==> src/rtl/ssm_pkg.sv <==
package ssm_pkg;

  typedef enum logic [2:0] {
    PH_IDLE,
    PH_LEAD,
    PH_LOW,
    PH_HIGH,
    PH_TAILH,
    PH_TAILL
  } phase_e;

  // divider value actually used: zero would need half-tick widths
  function automatic int unsigned eff_div(int unsigned g);
    return (g == 0) ? 1 : g;
  endfunction

  // serial clock high width in ticks
  function automatic int unsigned high_ticks(int unsigned g);
    int unsigned e;
    e = eff_div(g);
    if ((e % 2) == 0) return e / 2 + 1;
    return (e + 1) / 2;
  endfunction

  // serial clock low width in ticks
  function automatic int unsigned low_ticks(int unsigned g);
    int unsigned e;
    e = eff_div(g);
    if ((e % 2) == 0) return e / 2;
    return (e + 1) / 2;
  endfunction

  function automatic int unsigned clamp_len(int unsigned l, int unsigned lo,
                                            int unsigned hi);
    if (l < lo) return lo;
    if (l > hi) return hi;
    return l;
  endfunction

endpackage

==> src/rtl/ssm_tick_gen.sv <==
module ssm_tick_gen #(
  parameter int SYNC_STAGES = 2
) (
  input  logic clk,
  input  logic rst_n,
  input  logic use_ext,
  input  logic ext_clk,
  output logic tick
);

  // bit 0 is the newest sample; the extra top bit feeds edge detection
  logic [SYNC_STAGES:0] sync_q;
  logic                 ext_rise;

  always_ff @(posedge clk or negedge rst_n) begin
    if (!rst_n) sync_q <= '0;
    else        sync_q <= {sync_q[SYNC_STAGES-1:0], ext_clk};
  end

  assign ext_rise = sync_q[SYNC_STAGES-1] & ~sync_q[SYNC_STAGES];
  assign tick     = use_ext ? ext_rise : 1'b1;

endmodule

==> src/rtl/ssm_phase_seq.sv <==
module ssm_phase_seq
  import ssm_pkg::*;
#(
  parameter int GDV_W = 8,
  parameter int LEN_W = 6,
  parameter int MINW  = 8,
  parameter int MAXW  = 32
) (
  input  logic             clk,
  input  logic             rst_n,
  input  logic             start,
  input  logic             tick,
  input  logic [GDV_W-1:0] gdv,
  input  logic [LEN_W-1:0] word_len,
  output logic             busy,
  output logic             accept_ev,
  output logic             fall_ev,
  output logic             rise_ev,
  output logic             end_ev,
  output logic             sclk,
  output logic             frame,
  output logic             oe,
  output logic [GDV_W-1:0] g_eff
);

  localparam int CW = GDV_W;

  phase_e           ph_q;
  logic [CW-1:0]    cnt_q;
  logic [GDV_W-1:0] g_q;
  logic [LEN_W-1:0] left_q;
  logic             sclk_q, frame_q, oe_q;
  logic             phase_end, last_bit;
  logic [CW-1:0]    hi_load, lo_load, lead_load;

  always_comb begin
    hi_load   = CW'(high_ticks(32'(g_q)) - 1);
    lo_load   = CW'(low_ticks(32'(g_q)) - 1);
    lead_load = CW'(high_ticks(32'(gdv)) - 1);
  end

  assign busy      = (ph_q != PH_IDLE);
  assign accept_ev = start && (ph_q == PH_IDLE);
  assign phase_end = busy && tick && (cnt_q == '0);
  assign fall_ev   = phase_end && ((ph_q == PH_LEAD) || (ph_q == PH_HIGH));
  assign rise_ev   = phase_end && (ph_q == PH_LOW);
  assign end_ev    = phase_end && (ph_q == PH_TAILL);
  assign last_bit  = (left_q == LEN_W'(1));

  always_ff @(posedge clk or negedge rst_n) begin
    if (!rst_n) begin
      ph_q    <= PH_IDLE;
      cnt_q   <= '0;
      g_q     <= GDV_W'(1);
      left_q  <= '0;
      sclk_q  <= 1'b1;
      frame_q <= 1'b0;
      oe_q    <= 1'b0;
    end else if (accept_ev) begin
      ph_q    <= PH_LEAD;
      cnt_q   <= lead_load;
      g_q     <= GDV_W'(eff_div(32'(gdv)));
      left_q  <= LEN_W'(clamp_len(32'(word_len), MINW, MAXW));
      frame_q <= 1'b1;
    end else if (busy && tick) begin
      if (cnt_q != '0) begin
        cnt_q <= cnt_q - CW'(1);
      end else begin
        case (ph_q)
          PH_LEAD, PH_HIGH: begin
            ph_q   <= PH_LOW;
            cnt_q  <= lo_load;
            sclk_q <= 1'b0;
            oe_q   <= 1'b1;
          end
          PH_LOW: begin
            ph_q   <= last_bit ? PH_TAILH : PH_HIGH;
            cnt_q  <= hi_load;
            sclk_q <= 1'b1;
            left_q <= left_q - LEN_W'(1);
          end
          PH_TAILH: begin
            ph_q  <= PH_TAILL;
            cnt_q <= lo_load;
            oe_q  <= 1'b0;
          end
          PH_TAILL: begin
            ph_q    <= PH_IDLE;
            frame_q <= 1'b0;
          end
          default: ph_q <= PH_IDLE;
        endcase
      end
    end
  end

  assign sclk  = sclk_q;
  assign frame = frame_q;
  assign oe    = oe_q;
  assign g_eff = g_q;

endmodule

==> src/rtl/ssm_shift_unit.sv <==
module ssm_shift_unit
  import ssm_pkg::*;
#(
  parameter int MAXW  = 32,
  parameter int MINW  = 8,
  parameter int LEN_W = 6
) (
  input  logic             clk,
  input  logic             rst_n,
  input  logic             load,
  input  logic             fall,
  input  logic             rise,
  input  logic [MAXW-1:0]  tx_word,
  input  logic [LEN_W-1:0] word_len,
  input  logic             sdi,
  output logic             sdo_bit,
  output logic [MAXW-1:0]  rx_shift
);

  logic [LEN_W-1:0] n_w;
  logic [MAXW-1:0]  tx_q, rx_q;
  logic             sdo_q;

  assign n_w = LEN_W'(clamp_len(32'(word_len), MINW, MAXW));

  always_ff @(posedge clk or negedge rst_n) begin
    if (!rst_n) begin
      tx_q  <= '0;
      rx_q  <= '0;
      sdo_q <= 1'b0;
    end else if (load) begin
      // left-justify so the first bit to send sits at the top
      tx_q <= tx_word << (LEN_W'(MAXW) - n_w);
      rx_q <= '0;
    end else begin
      if (fall) begin
        sdo_q <= tx_q[MAXW-1];
        tx_q  <= {tx_q[MAXW-2:0], 1'b0};
      end
      if (rise) rx_q <= {rx_q[MAXW-2:0], sdi};
    end
  end

  assign sdo_bit  = sdo_q;
  assign rx_shift = rx_q;

endmodule

==> src/rtl/spi_stop_master.sv <==
module spi_stop_master #(
  parameter int GDV_W       = 8,
  parameter int MAXW        = 32,
  parameter int MINW        = 8,
  parameter int SYNC_STAGES = 2,
  parameter int LEN_W       = $clog2(MAXW + 1)
) (
  input  logic             clk,
  input  logic             rst_n,
  input  logic             start,
  input  logic             clk_sel,
  input  logic             ext_clk,
  input  logic [GDV_W-1:0] gdv,
  input  logic [LEN_W-1:0] word_len,
  input  logic [MAXW-1:0]  tx_word,
  output logic             busy,
  output logic             done,
  output logic [MAXW-1:0]  rx_word,
  output logic             spi_sclk,
  output logic             spi_ss_n,
  output logic             spi_sdo,
  output logic             spi_sdo_oe,
  input  logic             spi_sdi
);

  logic             tick, sel_q;
  logic             accept_ev, fall_ev, rise_ev, end_ev;
  logic             frame, oe, sdo_bit;
  logic [GDV_W-1:0] g_eff;
  logic [MAXW-1:0]  rx_shift, rx_word_q;
  logic             done_q;

  ssm_tick_gen #(.SYNC_STAGES(SYNC_STAGES)) tick_i (
    .clk     (clk),
    .rst_n   (rst_n),
    .use_ext (sel_q),
    .ext_clk (ext_clk),
    .tick    (tick)
  );

  ssm_phase_seq #(.GDV_W(GDV_W), .LEN_W(LEN_W), .MINW(MINW), .MAXW(MAXW)) seq_i (
    .clk       (clk),
    .rst_n     (rst_n),
    .start     (start),
    .tick      (tick),
    .gdv       (gdv),
    .word_len  (word_len),
    .busy      (busy),
    .accept_ev (accept_ev),
    .fall_ev   (fall_ev),
    .rise_ev   (rise_ev),
    .end_ev    (end_ev),
    .sclk      (spi_sclk),
    .frame     (frame),
    .oe        (oe),
    .g_eff     (g_eff)
  );

  ssm_shift_unit #(.MAXW(MAXW), .MINW(MINW), .LEN_W(LEN_W)) shf_i (
    .clk      (clk),
    .rst_n    (rst_n),
    .load     (accept_ev),
    .fall     (fall_ev),
    .rise     (rise_ev),
    .tx_word  (tx_word),
    .word_len (word_len),
    .sdi      (spi_sdi),
    .sdo_bit  (sdo_bit),
    .rx_shift (rx_shift)
  );

  always_ff @(posedge clk or negedge rst_n) begin
    if (!rst_n) begin
      sel_q     <= 1'b0;
      done_q    <= 1'b0;
      rx_word_q <= '0;
    end else begin
      if (accept_ev) sel_q <= clk_sel;
      done_q <= end_ev;
      if (end_ev) rx_word_q <= rx_shift;
    end
  end

  assign spi_ss_n   = ~frame;
  assign spi_sdo_oe = oe;
  assign spi_sdo    = oe & sdo_bit;
  assign done       = done_q;
  assign rx_word    = rx_word_q;

endmodule

==> config.mk <==
export PLATFORM = sky130hd
export DESIGN_NAME = spi_stop_master
export DESIGN_NICKNAME = d
export VERILOG_FILES = /design/src/rtl/ssm_pkg.sv /design/src/rtl/ssm_tick_gen.sv /design/src/rtl/ssm_phase_seq.sv /design/src/rtl/ssm_shift_unit.sv /design/src/rtl/spi_stop_master.sv
export SDC_FILE = /design/constraint.sdc
export NUM_CORES = 1
export LEC_CHECK = 0
export BUFFER_PORTS_ARGS = -buffer_cell sky130_fd_sc_hd__buf_2
export CORE_MARGIN = 2
export CORE_UTILIZATION = 59
export DETAILED_ROUTE_END_ITERATION = 8
export HOLD_SLACK_MARGIN = 0.1
export PLACE_DENSITY = 0.86
export SKIP_CTS_REPAIR_TIMING = 1
export SYNTH_ARGS = -nofsm -noshare
export SYNTH_HDL_FRONTEND = slang
export SYNTH_SLANG_ARGS = --single-unit
==> constraint.sdc <==
create_clock -name clk -period 3.3 [get_ports clk]
set_input_delay 0.33 -clock clk [delete_from_list [all_inputs] [get_ports clk]]
set_output_delay 0.33 -clock clk [all_outputs]
set_load 0.05 [all_outputs]
==> run_summary.xml <==
<?xml version="1.0" encoding="UTF-8"?>
<metrics>
  <group name="setup_path">
    <metric name="critical_path_arrival" unit="ps">3190</metric>
    <metric name="worst-setup-path-type" unit="">register to register</metric>
    <metric name="critical-path-max-stage-delay" unit="ps">640</metric>
    <metric name="crit_chain" unit="">or4_1, a2111oi_4, nand3b_1, nor2_4, nor2_1, o21ai_0, nand2_1</metric>
    <metric name="critical_path_peak_fanout" unit="">22</metric>
    <metric name="required" unit="ps">3610</metric>
    <metric name="critical-path-slowest-cell" unit="">or4_1</metric>
    <metric name="critPathBufInv" unit="">0</metric>
    <metric name="critical_path.endpoint_type" unit="">register</metric>
    <metric name="delay_heaviest_family_cp" unit="">simple AND/OR/NAND/NOR gates</metric>
    <metric name="timing.critical_path.from_type" unit="">register</metric>
  </group>
  <group name="timing">
    <metric name="setup_tns" unit="ps">0</metric>
    <metric name="relSlewSlack" unit="">0.374</metric>
    <metric name="final_critical_period" unit="ps">2880</metric>
    <metric name="timing.fmax" unit="MHz">348</metric>
    <metric name="fin_worst_hold_slack" unit="ps">96.5</metric>
    <metric name="post-route-period-util" unit="">0.872</metric>
    <metric name="max_transition_viols_final" unit="">0</metric>
    <metric name="hold_violations" unit="">0</metric>
    <metric name="grt_setup_unrepaired" unit="">no</metric>
    <metric name="worst-slew-pin-transition" unit="ps">926</metric>
    <metric name="clock_skew" unit="ps">10.7</metric>
    <metric name="report.final.setup_viol" unit="">0</metric>
  </group>
  <group name="synth">
    <metric name="synth_seq_cells" unit="">130</metric>
    <metric name="synthXorXnorAreaFrac" unit="">0.0137</metric>
    <metric name="yosys_warnings" unit="">0</metric>
    <metric name="synth_top_area_share" unit="">0.419</metric>
    <metric name="synth_commonest_cells" unit="">133 x nand2_1, 128 x dfrtp_1, 58 x nor2_1, 52 x a21oi_1, 46 x mux2i_1</metric>
    <metric name="async_reset_ff_frac" unit="">1.00</metric>
    <metric name="netlist_area_before_placement" unit="mm^2">0.00765</metric>
    <metric name="yosys.cell_count.top_type" unit="">nand2_1</metric>
    <metric name="post_synth_inst_count" unit="">767</metric>
    <metric name="synth_largest_area_cell" unit="">dfrtp_1</metric>
    <metric name="seq_area_frac_synth" unit="">0.426</metric>
    <metric name="synth_compound_area_frac" unit="">0.140</metric>
    <metric name="dominant_combinational_cell_family_by_area_after_synthesis" unit="">multiplexers</metric>
    <metric name="synth_top_flop_cell" unit="">dfrtp_1</metric>
    <metric name="yosys.area_share.adder" unit="">0.00981</metric>
    <metric name="mux_share_of_post_synthesis_cell_area" unit="">0.216</metric>
    <metric name="synth.area.top_cells" unit="">dfrtp_1 42%, mux4_2 9.4%, nand2_1 6.5%</metric>
    <metric name="number_of_enable_type_register_cells_in_the_synthesized_netlist" unit="">0</metric>
    <metric name="postSynthAreaPerCell" unit="um^2">9.98</metric>
    <metric name="synth_simple_gate_area_share" unit="">0.160</metric>
    <metric name="synth.lib_cells_used.distinct" unit="">71</metric>
    <metric name="synth_fp_nets" unit="">825</metric>
  </group>
  <group name="power">
    <metric name="power.share.sequential" unit="">0.419</metric>
    <metric name="share_clk_of_total_power" unit="">0.356</metric>
    <metric name="power.leakage" unit="nW">4.14</metric>
    <metric name="switchingPower" unit="W">0.00166</metric>
    <metric name="vdd_drop_max" unit="V">0.000448</metric>
    <metric name="power.share.combinational" unit="">0.224</metric>
    <metric name="p_per_area" unit="mW/mm^2">587</metric>
    <metric name="switching_share" unit="">0.314</metric>
    <metric name="power.internal" unit="W">0.00361</metric>
  </group>
  <group name="run">
    <metric name="drv.max_cap_violation_count" unit="">0</metric>
  </group>
  <group name="floorplan">
    <metric name="row_count" unit="">41</metric>
    <metric name="fp.dieW" unit="um">118</metric>
    <metric name="fp.dieH" unit="um">118</metric>
    <metric name="num_io_pins" unit="">90</metric>
    <metric name="initial_utilization" unit="">0.606</metric>
    <metric name="core-area" unit="mm^2">0.0126</metric>
    <metric name="die_area" unit="mm^2">0.0139</metric>
  </group>
  <group name="grt">
    <metric name="grt.total_usage" unit="">0.288</metric>
    <metric name="global_route_wire_length_before_repair" unit="um">32100</metric>
    <metric name="grt_max_degree" unit="">79</metric>
    <metric name="number_of_antenna_violations_at_the_first_check_in_global_routing" unit="">0</metric>
    <metric name="grt_pass1_vias" unit="">6409</metric>
    <metric name="total_congestion_overflow" unit="">0</metric>
  </group>
  <group name="placement">
    <metric name="dp.final_hpwl" unit="um">13100</metric>
    <metric name="gp_congestion" unit="">0.939</metric>
    <metric name="port_buffers" unit="">89</metric>
  </group>
  <group name="route">
    <metric name="vias" unit="">6578</metric>
    <metric name="initialDrtViolationCount" unit="">702</metric>
    <metric name="detailedRoute.firstPassIterationCount" unit="">6</metric>
    <metric name="ant_nets" unit="">0</metric>
    <metric name="detail_route.drc_violations" unit="">0</metric>
    <metric name="avgRoutedWirePerCell" unit="um">18.8</metric>
    <metric name="detail_route.vias_per_cell" unit="">6.37</metric>
    <metric name="finalWirelength" unit="um">19400</metric>
  </group>
  <group name="clocking">
    <metric name="htree_levels" unit="">4</metric>
    <metric name="clkSlewWorstSetupHoldPaths" unit="ps">60</metric>
    <metric name="cts_num_sinks" unit="">130</metric>
    <metric name="tritoncts" unit="">yes</metric>
    <metric name="clock_path_buffers" unit="">2</metric>
    <metric name="worst_skew_pair.late_latency" unit="ps">430</metric>
    <metric name="cts-root-buf" unit="">clkbuf_16</metric>
    <metric name="numCtsBuffers" unit="">17</metric>
  </group>
  <group name="run_status">
    <metric name="result_of_the_run" unit="">complete, no violations</metric>
  </group>
  <group name="cells_and_area">
    <metric name="layout-drive-gt1-share" unit="">0.271</metric>
    <metric name="antenna_cells" unit="">0</metric>
    <metric name="fin_nets" unit="">905</metric>
    <metric name="fillerInstances" unit="">896</metric>
    <metric name="layout-area-overhead-vs-synth" unit="%">17.2</metric>
  </group>
  <group name="hold_path">
    <metric name="hold_class" unit="">input port to register</metric>
  </group>
</metrics>
==> cell type report <==
class,count,area (um^2),area share
Multi-Input combinational cell,573,4170,0.465
Clock buffer,20,457,0.0509
Sequential cell,130,3260,0.363
Timing Repair Buffer,115,698,0.0779
Inverter,10,37.5,0.00419
Clock inverter,12,131,0.0147
Tap cell,172,215,0.0240
==> metrics by stage <==
stage	worst slack, ps	utilization	instance area [um^2]	instances	power [W]
5_1_grt	152	0.711	8970	1032	0.00549
4_1_cts	438	0.709	8950	1030	0.00524
2_1_floorplan	32.3	-	7650	767	0.00298
6_report	423	0.711	8970	1032	0.00527
3_3_place_gp	496	0.662	8360	998	0.00329
3_5_place_dp	415	0.662	8360	998	0.00335
==> power groups by stage <==
stage	registers [W]	logic, W	clock network [W]
after floorplan	0.00214	0.000843	0
after global placement	0.00219	0.00110	0
after detailed placement	0.00221	0.00115	0
after CTS	0.00220	0.00117	0.00188
after global routing	0.00224	0.00129	0.00196
final	0.00221	0.00118	0.00188
==> worst register-to-register path: stages, from the launching register on <==
cell       delay (ps)
dfrtp_1           400
or4_1             640
a2111oi_4         480
nand3b_1          240
nor2_4            510
nor2_1            190
o21ai_0           200
nand2_1            80
==> state kept, by name, summed over array words and instances (netlist names) <==
name            count
rx_word            32
shf_i.rx_shift     32
shf_i.tx_q         32
seq_i.cnt_q         8
seq_i.g_eff         8
seq_i.left_q        6
seq_i.ph_q          3
tick_i.sync_q       3
done                1
sel_q               1
seq_i.frame         1
seq_i.oe            1
seq_i.sclk          1
shf_i.sdo_bit       1
==> cell families (layout without fill, tap and decap cells) <==
family,count (synthesis),after routing
adders and majority gates,6,6
and+or+nand+nor,269,269
DFF,130,130
muxes,120,120
AOI/OAI and AO/OA,166,166
buffers and inverters,64,157
xor gates and xnor gates,12,12
==> worst paths after layout <==
check	from	to	slack [ps]	depth (start not counted)
hold / removal	clk_sel	sel_q	100	3
hold reg to reg	tick_i.sync_q[0]	tick_i.sync_q[1]	370	0
setup reg to reg	seq_i.cnt_q[5]	seq_i.left_q[3]	420	7
setup / recovery	seq_i.cnt_q[5]	seq_i.left_q[3]	420	7
max in group asynchronous	rst_n	shf_i.rx_shift[5]	1990	3
min in group asynchronous	rst_n	seq_i.g_eff[7]	480	2
==> cell usage in the layout (no fill, tap or decap), drive strengths merged, types with 11 or more instances in the layout <==
| master | Yosys | final |
|---|---|---|
| a21oi | 52 | 52 |
| buf | 21 | 113 |
| clkbuf | 33 | 20 |
| dfrtp | 128 | 128 |
| inv | 10 | 11 |
| mux2 | 42 | 42 |
| mux2i | 46 | 46 |
| mux4 | 32 | 32 |
| nand2 | 135 | 135 |
| nand3 | 15 | 15 |
| nor2 | 59 | 59 |
| nor3 | 14 | 14 |
| o21ai | 33 | 33 |
| o22ai | 17 | 17 |
==> routing by layer <==
layer / wire length, um / vias up / GRT usage
met4: 551 / 0 / 0.115
met1: 7990 / 3251 / 0.381
met5: 0 / - / 0
met2: 9660 / 310 / 0.469
li1: - / 2959 / -
met3: 1170 / 58 / 0.0572
(Power assumes the default switching activity.)
